File: src/rtl/flashcmd_pkg.sv
// Shared constants and types for the flash command sequencer.
// Assumes a 16-bit data bus and command bytes carried in data bits 7:0.
package flashcmd_pkg;

    localparam int DW     = 16;
    localparam int CMD_AW = 11;   // address bits compared on unlock cycles

    localparam logic [7:0] CMD_UNLOCK_A = 8'hAA;
    localparam logic [7:0] CMD_UNLOCK_B = 8'h55;
    localparam logic [7:0] CMD_PROGRAM  = 8'hA0;
    localparam logic [7:0] CMD_BYPASS   = 8'h20;
    localparam logic [7:0] CMD_BEXIT_A  = 8'h90;
    localparam logic [7:0] CMD_BEXIT_B  = 8'h00;
    localparam logic [7:0] CMD_CLEAR    = 8'hF0;

    localparam logic [CMD_AW-1:0] UNLOCK_ADR_A = 11'h555;
    localparam logic [CMD_AW-1:0] UNLOCK_ADR_B = 11'h2AA;

    typedef enum logic [2:0] {
        DS_IDLE,    // normal mode, waiting for first unlock
        DS_UNL1,    // first unlock seen
        DS_UNL2,    // second unlock seen
        DS_PROG,    // normal program command seen, next write is data
        DS_BIDLE,   // bypass mode, waiting for a command
        DS_BPROG,   // bypass program command seen, next write is data
        DS_BEXIT    // bypass exit first step seen
    } dec_state_t;

endpackage

File: src/rtl/flashcmd_decode.sv
// Command sequence decoder.
// Tracks the unlock/program/bypass sequences on accepted writes and
// emits a one-cycle program strobe or error-clear strobe. Assumes wr_en
// is already gated off while an operation is busy.
module flashcmd_decode
    import flashcmd_pkg::*;
#(
    parameter int ADDR_W = 11
) (
    input  logic              clk,
    input  logic              rst_n,
    input  logic              wr_en,
    input  logic [ADDR_W-1:0] addr,
    input  logic [DW-1:0]     data,
    output logic              prog_go,
    output logic              clr_err,
    output logic              in_bypass,
    output dec_state_t        state_o
);

    dec_state_t st, nxt;
    logic [7:0] cmd;
    logic       at_a, at_b;

    assign cmd  = data[7:0];
    assign at_a = (addr[CMD_AW-1:0] == UNLOCK_ADR_A);
    assign at_b = (addr[CMD_AW-1:0] == UNLOCK_ADR_B);

    // Next-state and strobe decode for one accepted write.
    always_comb begin
        nxt     = st;
        prog_go = 1'b0;
        clr_err = 1'b0;
        if (wr_en) begin
            case (st)
                DS_IDLE: begin
                    if (at_a && cmd == CMD_UNLOCK_A) nxt = DS_UNL1;
                    else clr_err = (cmd == CMD_CLEAR);
                end
                DS_UNL1: begin
                    if (at_b && cmd == CMD_UNLOCK_B) nxt = DS_UNL2;
                    else begin
                        nxt     = DS_IDLE;
                        clr_err = (cmd == CMD_CLEAR);
                    end
                end
                DS_UNL2: begin
                    if (at_a && cmd == CMD_PROGRAM)     nxt = DS_PROG;
                    else if (at_a && cmd == CMD_BYPASS) nxt = DS_BIDLE;
                    else begin
                        nxt     = DS_IDLE;
                        clr_err = (cmd == CMD_CLEAR);
                    end
                end
                DS_PROG: begin
                    prog_go = 1'b1;
                    nxt     = DS_IDLE;
                end
                DS_BIDLE: begin
                    if (cmd == CMD_PROGRAM)      nxt = DS_BPROG;
                    else if (cmd == CMD_BEXIT_A) nxt = DS_BEXIT;
                end
                DS_BPROG: begin
                    prog_go = 1'b1;
                    nxt     = DS_BIDLE;
                end
                DS_BEXIT: begin
                    nxt = (cmd == CMD_BEXIT_B) ? DS_IDLE : DS_BIDLE;
                end
                default: nxt = DS_IDLE;
            endcase
        end
    end

    // State register.
    always_ff @(posedge clk) begin
        if (!rst_n) st <= DS_IDLE;
        else        st <= nxt;
    end

    assign in_bypass = (st == DS_BIDLE) || (st == DS_BPROG) || (st == DS_BEXIT);
    assign state_o   = st;

endmodule

File: src/rtl/flashcmd_engine.sv
// Program engine: busy timer, sticky error flag and status toggle.
// Assumes prog_go never arrives while busy and never with clr_err.
module flashcmd_engine
    import flashcmd_pkg::*;
#(
    parameter int BUSY_CYCLES = 16
) (
    input  logic          clk,
    input  logic          rst_n,
    input  logic          prog_go,
    input  logic          bad_bits,
    input  logic          clr_err,
    input  logic          rd_en,
    output logic          busy,
    output logic          err,
    output logic          stat_mode,
    output logic [DW-1:0] stat_word
);

    localparam int CW = $clog2(BUSY_CYCLES + 1);

    logic [CW-1:0] cnt;
    logic          tog;
    logic          tog_next;

    // Busy timer: high for BUSY_CYCLES clocks after a program strobe.
    always_ff @(posedge clk) begin
        if (!rst_n) begin
            busy <= 1'b0;
            cnt  <= '0;
        end else if (prog_go) begin
            busy <= 1'b1;
            cnt  <= CW'(BUSY_CYCLES - 1);
        end else if (busy) begin
            if (cnt == '0) busy <= 1'b0;
            else           cnt  <= cnt - 1'b1;
        end
    end

    // Error flag: set by an illegal 0-to-1 program, cleared by command.
    always_ff @(posedge clk) begin
        if (!rst_n)                   err <= 1'b0;
        else if (prog_go && bad_bits) err <= 1'b1;
        else if (clr_err)             err <= 1'b0;
    end

    assign stat_mode = busy | err;
    assign tog_next  = ~tog;

    // Toggle bit: inverts on every read served from the status word.
    always_ff @(posedge clk) begin
        if (!rst_n)                 tog <= 1'b0;
        else if (rd_en && stat_mode) tog <= tog_next;
    end

    assign stat_word = {1'b0, tog_next, err, 6'b0, tog_next, err, 5'b0};

endmodule

File: src/rtl/flashcmd_array.sv
// Small word array with AND-only program writes.
// Resets to all ones (erased). Read port is combinational.
module flashcmd_array
    import flashcmd_pkg::*;
#(
    parameter int ARRAY_AW = 4
) (
    input  logic                clk,
    input  logic                rst_n,
    input  logic                wr_en,
    input  logic [ARRAY_AW-1:0] idx,
    input  logic [DW-1:0]       wdata,
    output logic [DW-1:0]       word
);

    localparam int DEPTH = 1 << ARRAY_AW;

    logic [DW-1:0] mem [DEPTH];

    // Storage: erase on reset, AND new data into the selected word.
    always_ff @(posedge clk) begin
        if (!rst_n) begin
            for (int i = 0; i < DEPTH; i++) mem[i] <= '1;
        end else if (wr_en) begin
            mem[idx] <= mem[idx] & wdata;
        end
    end

    assign word = mem[idx];

endmodule

File: src/rtl/flashcmd_seq.sv
// Top of the flash command sequencer.
// Gates writes while busy, links decoder, engine and array, and
// registers the read result. Assumes bus_re and bus_we are not both high.
module flashcmd_seq
    import flashcmd_pkg::*;
#(
    parameter int ADDR_W      = 11,
    parameter int ARRAY_AW    = 4,
    parameter int BUSY_CYCLES = 16
) (
    input  logic              clk,
    input  logic              rst_n,
    input  logic              bus_we,
    input  logic              bus_re,
    input  logic [ADDR_W-1:0] bus_addr,
    input  logic [DW-1:0]     bus_wdata,
    output logic [DW-1:0]     bus_rdata,
    output logic              busy
);

    logic          wr_ok;
    logic          prog_go;
    logic          clr_err;
    logic          in_bypass;
    logic          err_q;
    logic          stat_mode;
    logic          bad_bits;
    logic [DW-1:0] stat_word;
    logic [DW-1:0] arr_word;
    dec_state_t    dec_state;

    assign wr_ok = bus_we & ~busy;

    flashcmd_decode #(.ADDR_W(ADDR_W)) u_dec (
        .clk      (clk),
        .rst_n    (rst_n),
        .wr_en    (wr_ok),
        .addr     (bus_addr),
        .data     (bus_wdata),
        .prog_go  (prog_go),
        .clr_err  (clr_err),
        .in_bypass(in_bypass),
        .state_o  (dec_state)
    );

    flashcmd_array #(.ARRAY_AW(ARRAY_AW)) u_arr (
        .clk  (clk),
        .rst_n(rst_n),
        .wr_en(prog_go),
        .idx  (bus_addr[ARRAY_AW-1:0]),
        .wdata(bus_wdata),
        .word (arr_word)
    );

    assign bad_bits = |(~arr_word & bus_wdata);

    flashcmd_engine #(.BUSY_CYCLES(BUSY_CYCLES)) u_eng (
        .clk      (clk),
        .rst_n    (rst_n),
        .prog_go  (prog_go),
        .bad_bits (bad_bits),
        .clr_err  (clr_err),
        .rd_en    (bus_re),
        .busy     (busy),
        .err      (err_q),
        .stat_mode(stat_mode),
        .stat_word(stat_word)
    );

    // Read register: status word during an operation or error, else array.
    always_ff @(posedge clk) begin
        if (!rst_n)      bus_rdata <= '0;
        else if (bus_re) bus_rdata <= stat_mode ? stat_word : arr_word;
    end

endmodule

File: config.mk
export PLATFORM = sky130hd
export DESIGN_NAME = flashcmd_seq
export DESIGN_NICKNAME = d
export VERILOG_FILES = /design/src/rtl/flashcmd_pkg.sv /design/src/rtl/flashcmd_decode.sv /design/src/rtl/flashcmd_engine.sv /design/src/rtl/flashcmd_array.sv /design/src/rtl/flashcmd_seq.sv
export SDC_FILE = /design/constraint.sdc
export NUM_CORES = 1
export LEC_CHECK = 0
export ABC_CLOCK_PERIOD_IN_PS = 8200
export BUFFER_PORTS_ARGS = -buffer_cell sky130_fd_sc_hd__buf_2
export CORE_MARGIN = 2
export CORE_UTILIZATION = 51
export CTS_BUF_LIST = sky130_fd_sc_hd__clkbuf_2
export CTS_CLUSTER_SIZE = 10
export DETAILED_ROUTE_END_ITERATION = 16
export MAX_ROUTING_LAYER = met4
export PLACE_DENSITY_LB_ADDON = 0.05
export SLEW_MARGIN = 20
export SYNTH_ARGS = -nofsm -noshare
export SYNTH_HDL_FRONTEND = slang
export SYNTH_HIERARCHICAL = 1
export SYNTH_SLANG_ARGS = --single-unit
File: constraint.sdc
create_clock -name clk -period 8.2 [get_ports clk]
set_input_delay 1.23 -clock clk [delete_from_list [all_inputs] [get_ports clk]]
set_output_delay 1.23 -clock clk [all_outputs]
set_load 0.03 [all_outputs]
==> results of run 1 <==
==> report_power, final <==
part,switching (mW),internal (mW)
clock network,0.572,0.396
registers,0.00331,1.57
logic,0.150,0.0454
==> registers in the layout, summed over array words and instances, names as in the netlist <==
signal	count
u_eng/cnt	5
u_arr/mem	256
bus_rdata	16
u_eng/tog	1
u_eng/err	1
u_eng/busy	1
u_dec/state_o	3
==> routing by layer <==
metal / routed length [um] / track usage (%) / vias up
met5: 0 / - / -
met4: 1030 / 10.5 / 0
met3: 2720 / 6.12 / 72
met2: 17400 / 43.6 / 377
met1: 15500 / 36.6 / 4420
li1: - / - / 4198
==> worst paths after layout <==
check,startpoint,to,cells after the start
max,u_eng/busy,u_arr/mem[0][4],6
min,bus_rdata[7],bus_rdata[7],1
max reg2reg,u_eng/busy,u_arr/mem[0][4],6
min reg2reg,bus_rdata[7],bus_rdata[7],1
==> per-stage QoR <==
step / power (mW) / cells / setup slack (ps) / area [um2] / hold WS [ps]
after floorplan: 1.73 / 1116 / 4330 / 13300 / 485
after global placement: 1.80 / 1432 / 3440 / 13700 / 460
after detailed placement: 1.80 / 1432 / 3460 / 13700 / 463
after CTS: 2.77 / 1560 / 4280 / 14400 / 484
after global routing: 2.85 / 1565 / 4020 / 14400 / 501
final: 2.74 / 1565 / 4240 / 14400 / 481
==> final cells by class <==
class                   instances  area [um2]  area share (%)
diodes                          5        12.5          0.0869
clock buffers                 112         561            3.89
clock inverters                16         109           0.756
inverters                      10        37.5           0.261
multi-input cells             742        4680            32.5
flip-flops and latches        283        8230            57.1
well taps                     335         419            2.91
repair buffers                 62         354            2.46
==> results_dict.tcl, run 1 <==
set metrics [dict create \
    status "finished clean" \
    finalWeightedCongestion 0.839 \
    crit_family "simple AND/OR/NAND/NOR gates" \
    fillCellCount 2239 \
    start_kind "register" \
    period_share_pct 48.3 \
    end_kind "register" \
    antenna_found_initial 1 \
    rsz0062_at_grt "false" \
    tns_ps 0 \
    critical_path.slowest_cell "nand2b_1" \
    core_area_um2 25800 \
    vias_per_cell 5.79 \
    hold_buffers 0 \
    fin_skew_ps 66.9 \
    grt_max_degree 85 \
    finalSetupViolCount 0 \
    syn_area_per_cell_um2 12.0 \
    post-cts-setup-buffers 0 \
    power.density_nw_per_um2 190 \
    worstPathRequired_ps 8660 \
    hold_viol 0 \
    grt_usage_pct 28.1 \
    die-area_um2 27300 \
    htree_levels 3 \
    cts_sinks 283 \
    layout_commonest_cell "nand2_1" \
    finalCriticalPeriod_ps 3960 \
    max_cap_violations 0 \
    row_count 59 \
    clock_latency_ps 890 \
    ant_nets 0 \
    max_stage_delay_ps 810 \
    path_clk_slew_ps 90 \
    cp.arrival_ps 4420 \
    nNetsFinal 1208 \
    fp.dieW_um 165 \
    syn-instance-count 1105 \
    grt_overflow_total 0 \
    cts_tree "built" \
    yosysWarnings 6 \
    tightest_slew_ps 1130 \
    drt_iter0_drc 923 \
    postLayoutCoreUtil_pct 55.9 \
    die_y_um 165 \
    drv_slew 0 \
    first_global_vias 8846 \
    hold_path_class "register to register" \
    synth.cell_area_um2 13300 \
    cts_resized 0 \
    firstDrtPassIters 5 \
    worstSetupPathType "register to register" \
    drc 0 \
    critPathMaxFanout 17 \
    slew_headroom_pct 25.0 \
    cts.path.max_buffers 3 \
    fmax_mhz 252 \
    leakage_nw 4.51 \
    vias 9067 \
    crit_buf_inv 0 \
    post-dp-hpwl_um 22100 \
    crit_path_cell_trace "nor2b_1 -> and3_1 -> nand2_1 -> or3_1 -> nor3_4 -> nand2b_1" \
    regToRegSetupSlack_ps 4240 \
    ios 48 \
    grt_pass1_wl_um 53500 \
    wl_um 36600 \
    final_cell_mix "nand2_1, edfxtp_1, mux2i_1" \
    cts_buffers 76 \
    areaGrowthSynthToFinish_pct 8.58 \
    cts_root_buf "clkbuf_2" \
    post_route_cells_drive_above_1_share_pct 18.4 \
    initial_utilization_pct 51.5 \
    port_buffers 47 \
    wire_per_inst_um 23.4 \
    vdd_ir_drop_max_mv 0.126 \
]
Power figures use the tool's default switching activity.
==> run 2: changes to the inputs <==
- ABC_CLOCK_PERIOD_IN_PS: 8200 -> 3550
- clock period: 8.2 -> 3.55 ns (I/O delays scaled with it)
==> run 2 against run 1 <==
  * Clock power up 130%
  * Fmax up 52%
  * Die area did not move
  * Non-clock buffer count grew 35
  * Core utilization increased by 0.95 points
  * Via count rose by 4.1%
  * Final cell count rose by 2.3%
  * Cell area grew 1.7%
  * Largest power group unchanged
==> results_dict.tcl, run 2 (synthesis results as in run 1) <==
set metrics [dict create \
    status "finished clean" \
    drv_slew 0 \
    switchingPower_mw 1.72 \
    cts_buffers 74 \
    vias_per_cell 5.90 \
    grt_pass1_wl_um 55300 \
    fin_area_um2 14700 \
    core_area_um2 25800 \
    antenna_found_initial 1 \
    cp.arrival_ps 3120 \
    die-area_um2 27300 \
    cts_resized 0 \
    ant_nets 0 \
    hold_buffers 0 \
    cts_root_buf "clkbuf_2" \
    leakage_nw 4.68 \
    hold_viol 0 \
    firstDrtPassIters 5 \
    tns_ps 0 \
    first_global_vias 8995 \
    worstSetupPathType "register to register" \
    rsz0062_at_grt "false" \
    max_cap_violations 0 \
    p_sw_share_pct 27.0 \
    combPwrFrac_pct 7.5 \
    initial_utilization_pct 51.5 \
    period_share_pct 73.3 \
    crit_path_cell_trace "nor2b_1 -> and3_1 -> nand2_1 -> or3_1 -> nor3_4 -> nand2b_1 -> buf_4" \
    clock_latency_ps 860 \
    grt_overflow_total 0 \
    ios 48 \
    layout_commonest_cell "nand2_1" \
    fin_skew_ps 62.0 \
    placed_area_um2 14000 \
    end_kind "register" \
    vias 9442 \
    nNetsFinal 1241 \
    max_stage_delay_ps 530 \
    drt_iter0_drc 1063 \
    port_buffers 47 \
    row_count 59 \
    power.density_nw_per_um2 433 \
    finalWeightedCongestion 0.861 \
    cts_sinks 283 \
    power.internal_mw 4.63 \
    drc 0 \
    finalSetupViolCount 0 \
    fp.dieW_um 165 \
    cts.path.max_buffers 3 \
    path_clk_slew_ps 110 \
    clkPwrFrac_pct 35.3 \
    critPathMaxFanout 9 \
    grt_usage_pct 28.9 \
    finalNonFillerCells 1601 \
    critical_path.slowest_cell "or3_1" \
    fmax_mhz 384 \
    post_route_cells_drive_above_1_share_pct 19.7 \
    tightest_slew_ps 1100 \
    wire_per_inst_um 23.4 \
    htree_levels 3 \
    largest_register "u_arr/mem" \
    die_y_um 165 \
    cts_tree "built" \
    slew_headroom_pct 26.9 \
    worstPathRequired_ps 4070 \
    largest_reg_flops 256 \
    whs_ps 142 \
    placed_cells 1467 \
    vdd_ir_drop_max_mv 0.243 \
    grt_max_degree 43 \
    wl_um 37400 \
    start_kind "register" \
    post-dp-hpwl_um 23100 \
    biggestRegsByFlops "u_arr/mem: 256 flops, bus_rdata: 16 flops, u_eng/cnt: 5 flops" \
    areaGrowthSynthToFinish_pct 10.4 \
    hold_path_class "input pin to register" \
    post-cts-setup-buffers 0 \
    finalCriticalPeriod_ps 2600 \
    final_cell_mix "nand2_1, edfxtp_1, mux2i_1" \
    p_seq_share_pct 57.2 \
]
## run 2: changes by cell type in the layout (fill, tap and decap cells not counted), sizes merged
cell | previous run | this run
buf | 62 | 97
inv | 12 | 11
diode | 5 | 1
clkinvlp | 2 | 3
clkinv | 11 | 23
clkbuf | 112 | 105
## run 2: worst paths after layout
kind	from	endpoint	slack [ps]	depth (start not counted)
setup / recovery	u_eng/busy	u_arr/mem[0][12]	950	7
hold / removal	bus_addr[4]	u_dec/state_o[1]	140	5
setup reg to reg	u_eng/busy	u_arr/mem[0][12]	950	7
hold reg to reg	bus_rdata[0]	bus_rdata[0]	480	1
## run 2: cell type report
class                           count  area, um2
Antenna cell                        1       2.50
Clock buffer                      105        526
Clock inverter                     28        159
Fill cell                        2277      11100
Inverter                           10       37.5
Multi-Input combinational cell    742       4620
Sequential cell                   283       8230
Tap cell                          335        419
Timing Repair Buffer               97        654
## run 2: power by group through the flow
| stage | Clock (mW) | Sequential [mW] | Combinational [mW] |
|---|---|---|---|
| final | 2.24 | 3.63 | 0.476 |
| after global routing | 2.47 | 3.63 | 0.501 |
| after CTS | 2.30 | 3.63 | 0.473 |
| after floorplan | 0 | 3.74 | 0.247 |
| after global placement | 0 | 3.71 | 0.470 |
| after detailed placement | 0 | 3.71 | 0.472 |
## run 2: critical path: cells and delay by family, from the launching register on
family	cells	cell delay, ps
buffers and inverters	1	240
AND/OR/NAND/NOR	6	1610
flip-flops	1	410
## run 2: stage by stage
stage	utilization (%)	total power [mW]	setup WS, ps
after detailed placement	54.2	4.18	414
after floorplan	-	3.99	373
final	56.9	6.35	947
after global routing	56.9	6.60	799
after CTS	56.9	6.41	941
after global placement	54.2	4.18	448
## run 2: routing by layer
metal	global-route usage [%]	part of all wire, %
met5	-	0
met1	39.5	42
met4	10.6	3.1
met3	6.19	9.0
met2	43.0	46
==> run 3: changes to the inputs <==
- ABC_CLOCK_PERIOD_IN_PS: 3550 -> 2550
- clock period: 3.55 -> 2.55 ns (I/O delays scaled with it)
==> run 3 against run 2 <==
  * Cell area increased by 4.3%
  * Largest cell class unchanged
  * Clock skew increased by 10 ps
  * Sequential power increased by 39%
  * First-iteration DRC count decreased by 19%
  * Fmax increased by 12%
  * Sequential share of layout area decreased by 2.3 points
  * Global-route usage decreased by 0.33 points
  * Die area unchanged
==> results_dict.tcl, run 3 (synthesis results as in run 1) <==
set metrics [dict create \
    finalPower_mw 8.75 \
    nNetsFinal 1311 \
    critPathMaxFanout 14 \
    grtUsageMet1_pct 36.6 \
    firstDrtPassIters 5 \
    antenna_found_initial 1 \
    cts_resized 0 \
    vias 9541 \
    vias_per_cell 5.74 \
    fp.dieW_um 165 \
    cts_root_buf "clkbuf_2" \
    layout_commonest_cell "nand2_1" \
    drt_iter0_drc 862 \
    hold_buffers 4 \
    grt_max_degree 34 \
    placed_cells 1533 \
    grt_overflow_total 0 \
    areaGrowthSynthToFinish_pct 15.2 \
    clock_latency_ps 870 \
    cts.path.max_buffers 3 \
    htree_levels 3 \
    wire_per_inst_um 22.4 \
    post-cts-setup-buffers 0 \
    whs_ps 80.5 \
    fin_skew_ps 72.3 \
    fmax_mhz 429 \
    end_kind "register" \
    status "finished clean" \
    path_clk_slew_ps 80 \
    fin_area_um2 15300 \
    finalSetupViolCount 0 \
    max_cap_violations 0 \
    met3_usage_pct 6.82 \
    vdd_ir_drop_max_mv 0.318 \
    die_y_um 165 \
    final_cell_mix "nand2_1, edfxtp_1, mux2i_1" \
    tightest_slew_ps 871 \
    tns_ps 0 \
    ant_nets 0 \
    power.density_nw_per_um2 572 \
    grt_busiest_layer "met2" \
    grt_usage_pct 28.6 \
    initial_utilization_pct 51.5 \
    leakage_nw 5.06 \
    cp.arrival_ps 2830 \
    wl_um 37200 \
    largest_reg_flops 256 \
    placed_area_um2 14600 \
    core_area_um2 25800 \
    finalCriticalPeriod_ps 2330 \
    post_route_cells_drive_above_1_share_pct 24.2 \
    finalWeightedCongestion 0.847 \
    worstPathRequired_ps 3050 \
    period_share_pct 91.5 \
    grt_pass1_wl_um 54900 \
    largest_register "u_arr/mem" \
    ios 48 \
    hold_viol 0 \
    row_count 59 \
    cts_sinks 283 \
    post-dp-hpwl_um 24400 \
    cts_buffers 74 \
    slew_headroom_pct 41.8 \
    drv_slew 0 \
    drc 0 \
    grt.met2_usage_pct 44.6 \
    worstSetupPathType "register to register" \
    first_global_vias 9115 \
    biggestRegsByFlops "u_arr/mem: 256 flops, bus_rdata: 16 flops, u_eng/cnt: 5 flops" \
    port_buffers 47 \
    finalNonFillerCells 1662 \
    die-area_um2 27300 \
    start_kind "register" \
    rsz0062_at_grt "false" \
    cts_tree "built" \
    hold_path_class "input pin to register" \
]
==> run 3: changes by cell type in the layout (fill, tap and decap cells not counted), sizes merged <==
cell         previous run  this run
buf                    97       163
clkinv                 23         6
clkbuf                105       111
dlygate4sd3             0         4
inv                    11        13
bufinv                  1         0
diode                   1         2
==> run 3: where the power goes <==
group          leakage [nW]  switching [mW]  internal, mW
Combinational          2.62           0.501         0.244
Sequential             1.95          0.0123          5.04
Clock                 0.486            1.80          1.15
Total                  5.06            2.31          6.43
==> run 3: path summary, 6_finish.rpt <==
check | from | to | slack [ps] | cells past startpoint
setup / recovery | u_dec/state_o[0] | u_arr/mem[4][1] | 220 | 5
hold / removal | bus_addr[6] | u_dec/state_o[2] | 80 | 5
setup reg to reg | u_dec/state_o[0] | u_arr/mem[4][1] | 220 | 5
hold reg to reg | bus_rdata[4] | bus_rdata[4] | 480 | 1
==> run 3: cell type report <==
class	count	area [um2]
Antenna cell	2	5.00
Clock buffer	111	556
Clock inverter	12	61.3
Fill cell	2205	10500
Inverter	10	37.5
Multi-Input combinational cell	742	4630
Sequential cell	283	8230
Tap cell	335	419
Timing Repair Buffer	167	1340
==> run 3: through the flow <==
stage                     util (%)  setup slack, ps
after detailed placement      56.7             -102
after global placement        56.7            -62.6
after global routing          59.3              112
after CTS                     59.3              225
after floorplan                  -             -282
final                         59.3              217
==> run 3: per-layer routing <==
layer | share of wire (%) | vias to the layer above
li1 | - | 4421
met1 | 42 | 4657
met4 | 2.7 | 0
met2 | 48 | 395
met3 | 7.5 | 68
met5 | 0 | -
==> run 3: critical path: stages, from the launching register on <==
cell	delay, ps
dfxtp_1	510
and3_1	310
nand2_1	80
or3_1	550
o21ai_2	340
buf_12	210
